`src/rtl/tdir_pkg.sv`:
```
// Shared encodings of the tag directory: command, permission and request kind.
package tdir_pkg;

    typedef enum logic [3:0] {
        CMD_LOOKUP  = 4'd0,
        CMD_PRESENT = 4'd1,
        CMD_AVAIL   = 4'd2,
        CMD_ALLOC   = 4'd3,
        CMD_DEALLOC = 4'd4,
        CMD_PROBE   = 4'd5,
        CMD_MRU     = 4'd6,
        CMD_LSET    = 4'd7,
        CMD_LCLR    = 4'd8,
        CMD_LTEST   = 4'd9,
        CMD_SETPERM = 4'd10
    } cmd_e;

    typedef enum logic [1:0] {
        PERM_NONE = 2'd0,
        PERM_INV  = 2'd1,
        PERM_RO   = 2'd2,
        PERM_RW   = 2'd3
    } perm_e;

    typedef enum logic [1:0] {
        KIND_LOAD  = 2'd0,
        KIND_FETCH = 2'd1,
        KIND_STORE = 2'd2
    } kind_e;

endpackage

```
`src/rtl/tdir_match.sv`:
```
// Compares a request tag against every way of one set.
// Produces the hit way, the lowest free way and set availability.
// Assumes that an empty way holds permission NotPresent.
module tdir_match
    import tdir_pkg::*;
#(
    parameter int WAYS  = 4,
    parameter int TAG_W = 8,
    localparam int WW   = $clog2(WAYS)
) (
    input  logic [WAYS-1:0]  way_valid,
    input  logic [TAG_W-1:0] way_tag  [WAYS],
    input  logic [1:0]       way_perm [WAYS],
    input  logic [TAG_W-1:0] req_tag,
    output logic             hit,
    output logic [WW-1:0]    hit_way,
    output logic             free_any,
    output logic [WW-1:0]    free_way,
    output logic             avail
);

    logic [WAYS-1:0] tag_eq;
    logic [WAYS-1:0] hit_vec;
    logic [WAYS-1:0] free_vec;

    // Per-way compare and free detection.
    for (genvar w = 0; w < WAYS; w++) begin : g_way
        assign tag_eq[w]   = way_valid[w] && (way_tag[w] == req_tag);
        assign hit_vec[w]  = tag_eq[w] && (way_perm[w] != PERM_NONE);
        assign free_vec[w] = !way_valid[w] || (way_perm[w] == PERM_NONE);
    end

    // Lowest-index priority pick for hit and free ways.
    always_comb begin
        hit_way  = '0;
        free_way = '0;
        for (int w = WAYS - 1; w >= 0; w--) begin
            if (hit_vec[w])  hit_way  = WW'(w);
            if (free_vec[w]) free_way = WW'(w);
        end
    end

    assign hit      = |hit_vec;
    assign free_any = |free_vec;
    assign avail    = free_any || (|tag_eq);

endmodule

```
`src/rtl/tdir_lru.sv`:
```
// True-LRU age state per set: age 0 is most recent, WAYS-1 oldest.
// A touch zeroes the touched way and ages every way that was younger than it.
// Assumes the ages of a set always form a permutation; reset gives way i age i.
module tdir_lru #(
    parameter int SETS = 4,
    parameter int WAYS = 4,
    localparam int SW  = $clog2(SETS),
    localparam int WW  = $clog2(WAYS)
) (
    input  logic          clk,
    input  logic          rst_n,
    input  logic          touch_en,
    input  logic [SW-1:0] touch_set,
    input  logic [WW-1:0] touch_way,
    input  logic [SW-1:0] rd_set,
    output logic [WW-1:0] victim_way
);

    logic [WW-1:0] age_q [SETS][WAYS];

    for (genvar s = 0; s < SETS; s++) begin : g_set
        // Age update of one set on reset or touch.
        always_ff @(posedge clk) begin
            if (!rst_n) begin
                for (int w = 0; w < WAYS; w++) age_q[s][w] <= WW'(w);
            end else if (touch_en && touch_set == SW'(s)) begin
                for (int w = 0; w < WAYS; w++) begin
                    if (WW'(w) == touch_way)
                        age_q[s][w] <= '0;
                    else if (age_q[s][w] < age_q[s][touch_way])
                        age_q[s][w] <= age_q[s][w] + 1'b1;
                end
            end
        end
    end

    // Oldest way of the read set, ties to the lowest index.
    always_comb begin
        logic [WW-1:0] best_age;
        victim_way = '0;
        best_age   = age_q[rd_set][0];
        for (int w = 1; w < WAYS; w++) begin
            if (age_q[rd_set][w] > best_age) begin
                victim_way = WW'(w);
                best_age   = age_q[rd_set][w];
            end
        end
    end

endmodule

```
`src/rtl/tag_dir.sv`:
```
// Set-associative tag and permission directory with one request port.
// Each accepted command is judged against the state before the edge.
// Its response is registered one cycle later, and illegal commands leave state untouched.
// Assumes line-aligned addresses; the bits below IDX_LO are ignored.
module tag_dir
    import tdir_pkg::*;
#(
    parameter int ADDR_W = 16,
    parameter int SETS   = 4,
    parameter int WAYS   = 4,
    parameter int IDX_LO = 6,
    parameter int CTX_W  = 4,
    localparam int SW    = $clog2(SETS),
    localparam int WW    = $clog2(WAYS),
    localparam int TAG_W = ADDR_W - IDX_LO - SW
) (
    input  logic              clk,
    input  logic              rst_n,
    input  logic              req_valid,
    output logic              req_ready,
    input  logic [3:0]        req_cmd,
    input  logic [ADDR_W-1:0] req_addr,
    input  logic [1:0]        req_kind,
    input  logic [CTX_W-1:0]  req_ctx,
    input  logic [1:0]        req_perm,
    output logic              rsp_valid,
    output logic              rsp_hit,
    output logic [WW-1:0]     rsp_way,
    output logic [1:0]        rsp_perm,
    output logic              rsp_grant,
    output logic              rsp_flag,
    output logic              rsp_err,
    output logic [ADDR_W-1:0] rsp_victim
);

    // Directory storage.
    logic [WAYS-1:0]  valid_q [SETS];
    logic [TAG_W-1:0] tag_q   [SETS][WAYS];
    logic [1:0]       perm_q  [SETS][WAYS];
    logic [WAYS-1:0]  held_q  [SETS];
    logic [CTX_W-1:0] owner_q [SETS][WAYS];
    logic             ready_q;

    logic [SW-1:0]    set_idx;
    logic [TAG_W-1:0] req_tag;
    logic [TAG_W-1:0] cur_tag  [WAYS];
    logic [1:0]       cur_perm [WAYS];
    logic             hit, free_any, avail;
    logic [WW-1:0]    hit_way, free_way, vic_way;
    logic             accept, err_c, touch_en, do_upd;
    logic             is_lookup, is_alloc, is_probe, is_lock, is_perm;
    logic             grant_c, flag_c;
    logic [WW-1:0]    way_c;
    logic [ADDR_W-1:0] victim_c;

    assign set_idx = req_addr[IDX_LO +: SW];
    assign req_tag = req_addr[ADDR_W-1 -: TAG_W];
    assign accept  = req_valid && req_ready;
    assign req_ready = ready_q;

    // Gather the ways of the addressed set for the comparator.
    always_comb begin
        for (int w = 0; w < WAYS; w++) begin
            cur_tag[w]  = tag_q[set_idx][w];
            cur_perm[w] = perm_q[set_idx][w];
        end
    end

    tdir_match #(.WAYS(WAYS), .TAG_W(TAG_W)) match_i (
        .way_valid (valid_q[set_idx]),
        .way_tag   (cur_tag),
        .way_perm  (cur_perm),
        .req_tag   (req_tag),
        .hit       (hit),
        .hit_way   (hit_way),
        .free_any  (free_any),
        .free_way  (free_way),
        .avail     (avail)
    );

    tdir_lru #(.SETS(SETS), .WAYS(WAYS)) lru_i (
        .clk        (clk),
        .rst_n      (rst_n),
        .touch_en   (touch_en),
        .touch_set  (set_idx),
        .touch_way  (is_alloc ? free_way : hit_way),
        .rd_set     (set_idx),
        .victim_way (vic_way)
    );

    // Command decode, legality and response values.
    always_comb begin
        is_lookup = req_cmd == CMD_LOOKUP;
        is_alloc  = req_cmd == CMD_ALLOC;
        is_probe  = req_cmd == CMD_PROBE;
        is_lock   = req_cmd == CMD_LSET || req_cmd == CMD_LCLR || req_cmd == CMD_LTEST;
        is_perm   = req_cmd == CMD_SETPERM;
        err_c     = (is_alloc && (hit || !avail)) || (is_probe && avail)
                  || ((is_lock || is_perm) && !hit);
        grant_c   = is_lookup && hit
                  && (perm_q[set_idx][hit_way] == PERM_RW
                      || (perm_q[set_idx][hit_way] == PERM_RO && req_kind != KIND_STORE));
        flag_c    = 1'b0;
        if (req_cmd == CMD_AVAIL)
            flag_c = avail;
        else if (req_cmd == CMD_LTEST && hit)
            flag_c = held_q[set_idx][hit_way] && owner_q[set_idx][hit_way] == req_ctx;
        if (is_alloc && !err_c)      way_c = free_way;
        else if (is_probe && !err_c) way_c = vic_way;
        else if (hit)                way_c = hit_way;
        else                         way_c = '0;
        victim_c = (is_probe && !err_c)
                 ? {tag_q[set_idx][vic_way], set_idx, {IDX_LO{1'b0}}} : '0;
        do_upd   = accept && !err_c;
        touch_en = do_upd && (is_alloc || ((is_lookup || req_cmd == CMD_MRU) && hit));
    end

    // Ready comes up one cycle after reset is released.
    always_ff @(posedge clk) begin
        ready_q <= rst_n;
    end

    // Registered response.
    always_ff @(posedge clk) begin
        if (!rst_n) begin
            rsp_valid  <= 1'b0;
            rsp_hit    <= 1'b0;
            rsp_way    <= '0;
            rsp_perm   <= '0;
            rsp_grant  <= 1'b0;
            rsp_flag   <= 1'b0;
            rsp_err    <= 1'b0;
            rsp_victim <= '0;
        end else begin
            rsp_valid  <= accept;
            rsp_hit    <= hit;
            rsp_way    <= way_c;
            rsp_perm   <= hit ? perm_q[set_idx][hit_way] : PERM_NONE;
            rsp_grant  <= grant_c;
            rsp_flag   <= flag_c;
            rsp_err    <= err_c;
            rsp_victim <= victim_c;
        end
    end

    // Directory state update for legal commands.
    always_ff @(posedge clk) begin
        if (!rst_n) begin
            for (int s = 0; s < SETS; s++) begin
                valid_q[s] <= '0;
                held_q[s]  <= '0;
                for (int w = 0; w < WAYS; w++) begin
                    tag_q[s][w]   <= '0;
                    perm_q[s][w]  <= PERM_NONE;
                    owner_q[s][w] <= '0;
                end
            end
        end else if (do_upd) begin
            case (req_cmd)
                CMD_ALLOC: begin
                    valid_q[set_idx][free_way] <= 1'b1;
                    tag_q[set_idx][free_way]   <= req_tag;
                    perm_q[set_idx][free_way]  <= PERM_INV;
                    held_q[set_idx][free_way]  <= 1'b0;
                    owner_q[set_idx][free_way] <= '0;
                end
                CMD_DEALLOC: if (hit) begin
                    valid_q[set_idx][hit_way] <= 1'b0;
                    tag_q[set_idx][hit_way]   <= '0;
                    perm_q[set_idx][hit_way]  <= PERM_NONE;
                    held_q[set_idx][hit_way]  <= 1'b0;
                    owner_q[set_idx][hit_way] <= '0;
                end
                CMD_LSET: begin
                    held_q[set_idx][hit_way]  <= 1'b1;
                    owner_q[set_idx][hit_way] <= req_ctx;
                end
                CMD_LCLR: begin
                    held_q[set_idx][hit_way]  <= 1'b0;
                    owner_q[set_idx][hit_way] <= '0;
                end
                CMD_SETPERM: perm_q[set_idx][hit_way] <= req_perm;
                default: ;
            endcase
        end
    end

endmodule

```
`config.mk`:
```
export PLATFORM = sky130hd
export DESIGN_NAME = tag_dir
export DESIGN_NICKNAME = d
export VERILOG_FILES = /design/src/rtl/tdir_pkg.sv /design/src/rtl/tdir_match.sv /design/src/rtl/tdir_lru.sv /design/src/rtl/tag_dir.sv
export SDC_FILE = /design/constraint.sdc
export NUM_CORES = 1
export LEC_CHECK = 0
export ABC_AREA = 1
export CORE_UTILIZATION = 65
export DETAILED_ROUTE_END_ITERATION = 10
export PLACE_DENSITY = 0.9
export SETUP_SLACK_MARGIN = 0.3
export SYNTH_ARGS = -nofsm -noshare
export SYNTH_HDL_FRONTEND = slang
export SYNTH_SLANG_ARGS = --single-unit
```
`constraint.sdc`:
```
create_clock -name clk -period 12.6 [get_ports clk]
set_input_delay 3.15 -clock clk [delete_from_list [all_inputs] [get_ports clk]]
set_output_delay 3.15 -clock clk [all_outputs]
set_load 0.01 [all_outputs]
```
# After elaboration in Yosys (flattened, before gate mapping)
# Memories as Yosys holds them, arrays and structs flattened.
# Index checks and enable logic that the tools add are counted.
# word_totals
ff_bits,26
latchBits,0
ram_bits,288
rom_bits,0
inputBits,31
out_inout_bits,26
mem_count,6
# memory_table
memory,words,word_bits,read_ports,rd_ports_with_merged_regs,write_ports,line_no,source
tag_q,4,32,1,0,4,tag_dir.sv:38,logic [TAG_W-1:0] tag_q [SETS][WAYS];
owner_q,4,16,1,0,4,tag_dir.sv:41,logic [CTX_W-1:0] owner_q [SETS][WAYS];
lru_i.age_q,4,8,5,0,4,tdir_lru.sv:19,logic [WW-1:0] age_q [SETS][WAYS];
perm_q,4,8,1,0,4,tag_dir.sv:39,logic [1:0] perm_q [SETS][WAYS];
held_q,4,4,1,0,4,tag_dir.sv:40,logic [WAYS-1:0] held_q [SETS];
valid_q,4,4,1,0,4,tag_dir.sv:37,logic [WAYS-1:0] valid_q [SETS];
# classes
n_addsub,16
mul,0
div_mod_pow,0
order_cmp,29
eq_ne,23
shift,0
muxes,379
n_bitwise,148
reduce_logical,72
# op_table
operator,count
$mux 1,267
$or 1x1->1,144
$mux 2,65
$mux 32,4
$mux 16,6
$mux 8,9
$mux 4,12
$add 2x1->2 const B,16
$demux 8 s2,2
$eq 8x8->1,4
$lt 2x2->1,16
$reduce_or 32->1,1
$logic_and 1x1->1,30
$bmux 2 s2,5
$reduce_or 4->1,5
$bmux 8 s2,1
$demux 4 s2,2
$eq 4x3->1 const B,4
$reduce_or 16->1,1
$logic_or 1x1->1,14
$eq 4x4->1 const B,3
$ge 3x3->1 const B,4
$logic_not 2->1,6
$not 2->3,4
other kinds (20),42

# Depth between registers and ports, before layout
# An unclocked memory read counts as a cell.
# logic_depth
ltp_word,20
ltp_mapped,32

# Modules after synthesis
# Synthesis repeated with hierarchy kept, for this count alone.
# hier_totals
cells_unflattened,1944
hier_area_um2,16502.1
# modules_own_cells
module,instances,cells_each,area_each_um2,seq_area_each_um2
tag_dir,1,1383,12928.6,8087.8
tdir_lru,1,410,2897.8,960.9
tdir_match,1,151,675.6,0.0

# Worst setup path before layout
# Ideal clock, no wire load.
# synth_timing
kind,input -> register
from,in req_addr[7]
to,reg rsp_victim[12]
arrival_ns,7.553
required_ns,12.532
path_slack_ns,4.979
stages,26
cell_sequence,buf_2 -> inv_1 -> buf_4 -> buf_2 -> nand2_1 -> clkbuf_1 -> buf_1 -> o22ai_1 -> a221oi_1 -> ha_1 -> nand2_1 -> o21a_1 -> inv_1 -> o21ai_0 -> ha_1 -> nand2_1 -> o21ai_0 -> nand2_1 -> o21ai_0 -> ha_1 -> a22oi_1 -> inv_1 -> nand2_1 -> inv_1 -> mux2_2 -> nor2_1
# synth_between
elab_chain_len,13
word_cells_on_any_way,59
# synth_lines
item,line_no,source
"start, declared",tag_dir.sv:22,"input logic [ADDR_W-1:0] req_addr,"
branches (longest 13 deep; another with $mem_v2 4x8),n/a,
"end signal, assigned",tag_dir.sv:142,rsp_victim <= victim_c;
"end, declared",tag_dir.sv:33,output logic [ADDR_W-1:0] rsp_victim
# Several ways; the timed one is not identified. The select of a mux whose other input is x is not followed.
# A chain may end at the register's enable or synchronous reset.

==> impl_metrics.csv <==
group,metric,value,unit
placed_design,placed_cell_area,0.0173,sq mm
drt,drc,0,
cts,cts_buffer_depth,3,
timing,period_minus_slack,9.95,ns
finish,n_antenna_cell,0,
job,drv_cap,0,
pwr,power_leakage,8.03,nW
drt,vias_per_cell,6.16,
yosys,yosys.area.top_type_share,51.6,%
grt,antenna_found_initial,0,
cts,cts_tree,"done",
critical_path,worstPathRequired,12.90,ns
yosys,synth_area_leaders,"edfxtp_1, nand2_1, nor2_1",
yosys,synth_ff_type,"edfxtp_1",
pwr,vdd_drop_max,126,uV
critical_path,endpoint_kind,"register",
critical_path,crit_path_frequent_cell,"nand2_1",
yosys,async_flop_share,0,%
drt,detail-route-antenna-nets,0,
yosys,postSynthCellCount,2075,
drt,avgRoutedWirePerCell,19.1,um
critical_path,start_kind,"input port",
die,io_pins,57,
cts,insertion_delay,0.59,ns
finish,fill_cells,1787,
cts,cts_sinks,308,
cts,numCtsBuffers,31,
yosys,ys_warn_count,0,
yosys,synthesis.area,0.0167,sq mm
yosys,yosysSeqAreaShare,54.0,%
timing,grt_setup_unrepaired,"false",
critical_path,path_buf_inv,5,
timing,worst_pin_slew,0.979,ns
die,design.die.area,0.0264,sq mm
timing,max-slew-margin-rel,34.5,%
timing,slew_viol_final,0,
cts,root_buffer,"clkbuf_16",
cts,clkTransAtPathRegs,0.06,ns
grt,gr-usage-all-layers,35.8,%
finish,fin_area,0.0183,sq mm
grt,grt_max_degree,66,
hold_path,hold_class,"reg2reg",
critical_path,slowest_stage,"nor2_1",
yosys,synth_seq_cells,308,
die,die_y,163,um
placed_design,routabilityCongestion,0.982,
cts,ctsHoldBuffers,0,
critical_path,cp_max_fo,32,
timing,fin_crit_sh,79.0,%
critical_path,crit_path_cell_trace,"clkdlybuf4s50_1, inv_1, buf_4, nand2_2, inv_2, nand2_1, nand2_1, nor2_1, nand2_1, nand4_1, nand2_1, nand2_1, nand3_1, nand2_1, nor2_1, inv_1, o22ai_1, a211oi_1, ha_1, nor2_1, nand2_1, nor2_1, nand2_1, nand3_1",
finish,drive_gt1_share,4.66,%
critical_path,critPathKind,"in2reg",
die,dieWidth,163,um
yosys,synth_edf_count,288,
yosys,syn_area_per_cell,8.07,sq um
timing,setup_viol,0,
grt,grt_pass1_vias,14400,
pwr,p_per_area,127,mW/mm^2
finish,area.growth.synth_to_final,9.33,%
grt,grt_pass1_wl,73100,um
yosys,yosys.area.top_type,"edfxtp_1",
die,start_util,66.3,%
yosys,ys_types,43,
timing,setup_tns,0,ns
outcome,outcome,"finished, final reports clean",
cts,cts_resized,0,
cts,postCtsSetupRepairBufs,0,
timing,fin_skew,0.0350,ns
cts,htreeDepth,1,
timing,fmax,100,MHz
drt,vias,15000,
drt,first_pass_iters,6,
critical_path,cp_top_family,"simple AND/OR/NAND/NOR gates",
finish,seq_area,0.00905,sq mm
finish,nets,2135,
die,rows,58,
drt,drt_iter0_drc,2231,
placed_design,port_buffers,44,
placed_design,dp_hpwl,31400,um
drt,wirelength,46600,um
critical_path,arrival,10.25,ns
timing,hold_viol,0,
die,core_area,0.0253,sq mm
grt,overflow,0,
critical_path,cpPeakStageDelay,0.88,ns
finish,multi_input_area,0.00682,sq mm
layer usage:
layer  up-vias  global-route usage, %  share of wire (%)
met3       202                   6.80                 14
met2      1156                   58.2                 47
met4         0                   18.0                4.7
met5         -                      0                  0
li1       6857                      -                  -
met1      6783                   46.1                 35
synthesized netlist by cell type, types with 8 or more instances:
library cell and number:
nand2_1 782, nor2_1 382, edfxtp_1 288, nand3_1 154, inv_1 114, clkbuf_1 46, o22ai_1 34, a21oi_1 29
ha_1 24, o21ai_0 23, dfxtp_1 20, buf_2 19, nand4_1 17, inv_2 16, nor3_1 15, buf_4 13
o221ai_1 13, buf_1 10, o22a_1 9, xnor2_1 8
cell families (layout without fill, tap and decap cells):
group / Yosys count / after routing / synth area share, %
AO/OA/AOI/OAI: 132 / 132 / 5.07
XOR/XNOR: 15 / 15 / 0.785
adder cells (fa/ha/maj): 24 / 24 / 1.79
buffers and inverters: 220 / 245 / 5.37
flip-flops: 308 / 308 / 54.0
multiplexers: 2 / 2 / 0.127
other: 1 / 6 / 0.0224
AND/OR/NAND/NOR: 1373 / 1373 / 32.8
where the power goes:
part / internal, W / total, W / switching (W)
combinational: 0.0000708 / 0.000255 / 0.000184
clock: 0.000522 / 0.000914 / 0.000393
sequential: 0.00115 / 0.00116 / 0.0000118
sequential cells by signal (all words and copies together) (netlist names), 2 cells and up:
| signal | flops |
|---|---|
| tag_q | 128 |
| valid_q | 16 |
| perm_q | 32 |
| owner_q | 64 |
| rsp_victim | 10 |
| lru_i.age_q | 32 |
| held_q | 16 |
| rsp_way | 2 |
| rsp_perm | 2 |
layout make-up:
class,count,area share [%]
clock buffers,45,4.97
well taps,330,2.26
clock inverters,13,0.588
multi-input cells,1552,37.2
flip-flops and latches,308,49.4
inverters,132,2.71
repair buffers,55,2.82
placed cells by master, fill, tap and decap left out, types with 24 or more instances in the layout:
master	instances
ha_1	24
clkbuf_16	32
clkdlybuf4s50_1	42
nor2_1	382
nand2_1	782
inv_1	114
edfxtp_1	288
o22ai_1	34
a21oi_1	29
nand3_1	154
worst paths after layout:
path / start / to / slack [ns] / cells after the start
hold / removal: lru_i.age_q[1][6] / lru_i.age_q[1][6] / 0.61 / 1
setup / recovery: req_addr[7] / lru_i.age_q[3][0] / 2.65 / 24
hold reg to reg: lru_i.age_q[1][6] / lru_i.age_q[1][6] / 0.61 / 1
setup reg to reg: tag_q[3][14] / lru_i.age_q[3][0] / 7.44 / 23
per-stage QoR:
step	utilization, %	hold WS (ns)	total power [W]	setup WS, ns	cells
floorplan	-	0.573	0.00135	4.98	2080
global placement	68.5	0.590	0.00141	2.63	2377
detailed placement	68.5	0.602	0.00142	2.48	2377
CTS	72.5	0.611	0.00232	3.08	2435
global route	72.5	0.631	0.00239	2.37	2435
finish	72.5	0.611	0.00233	2.65	2435
Note: power is estimated with default switching activity, not from simulation.
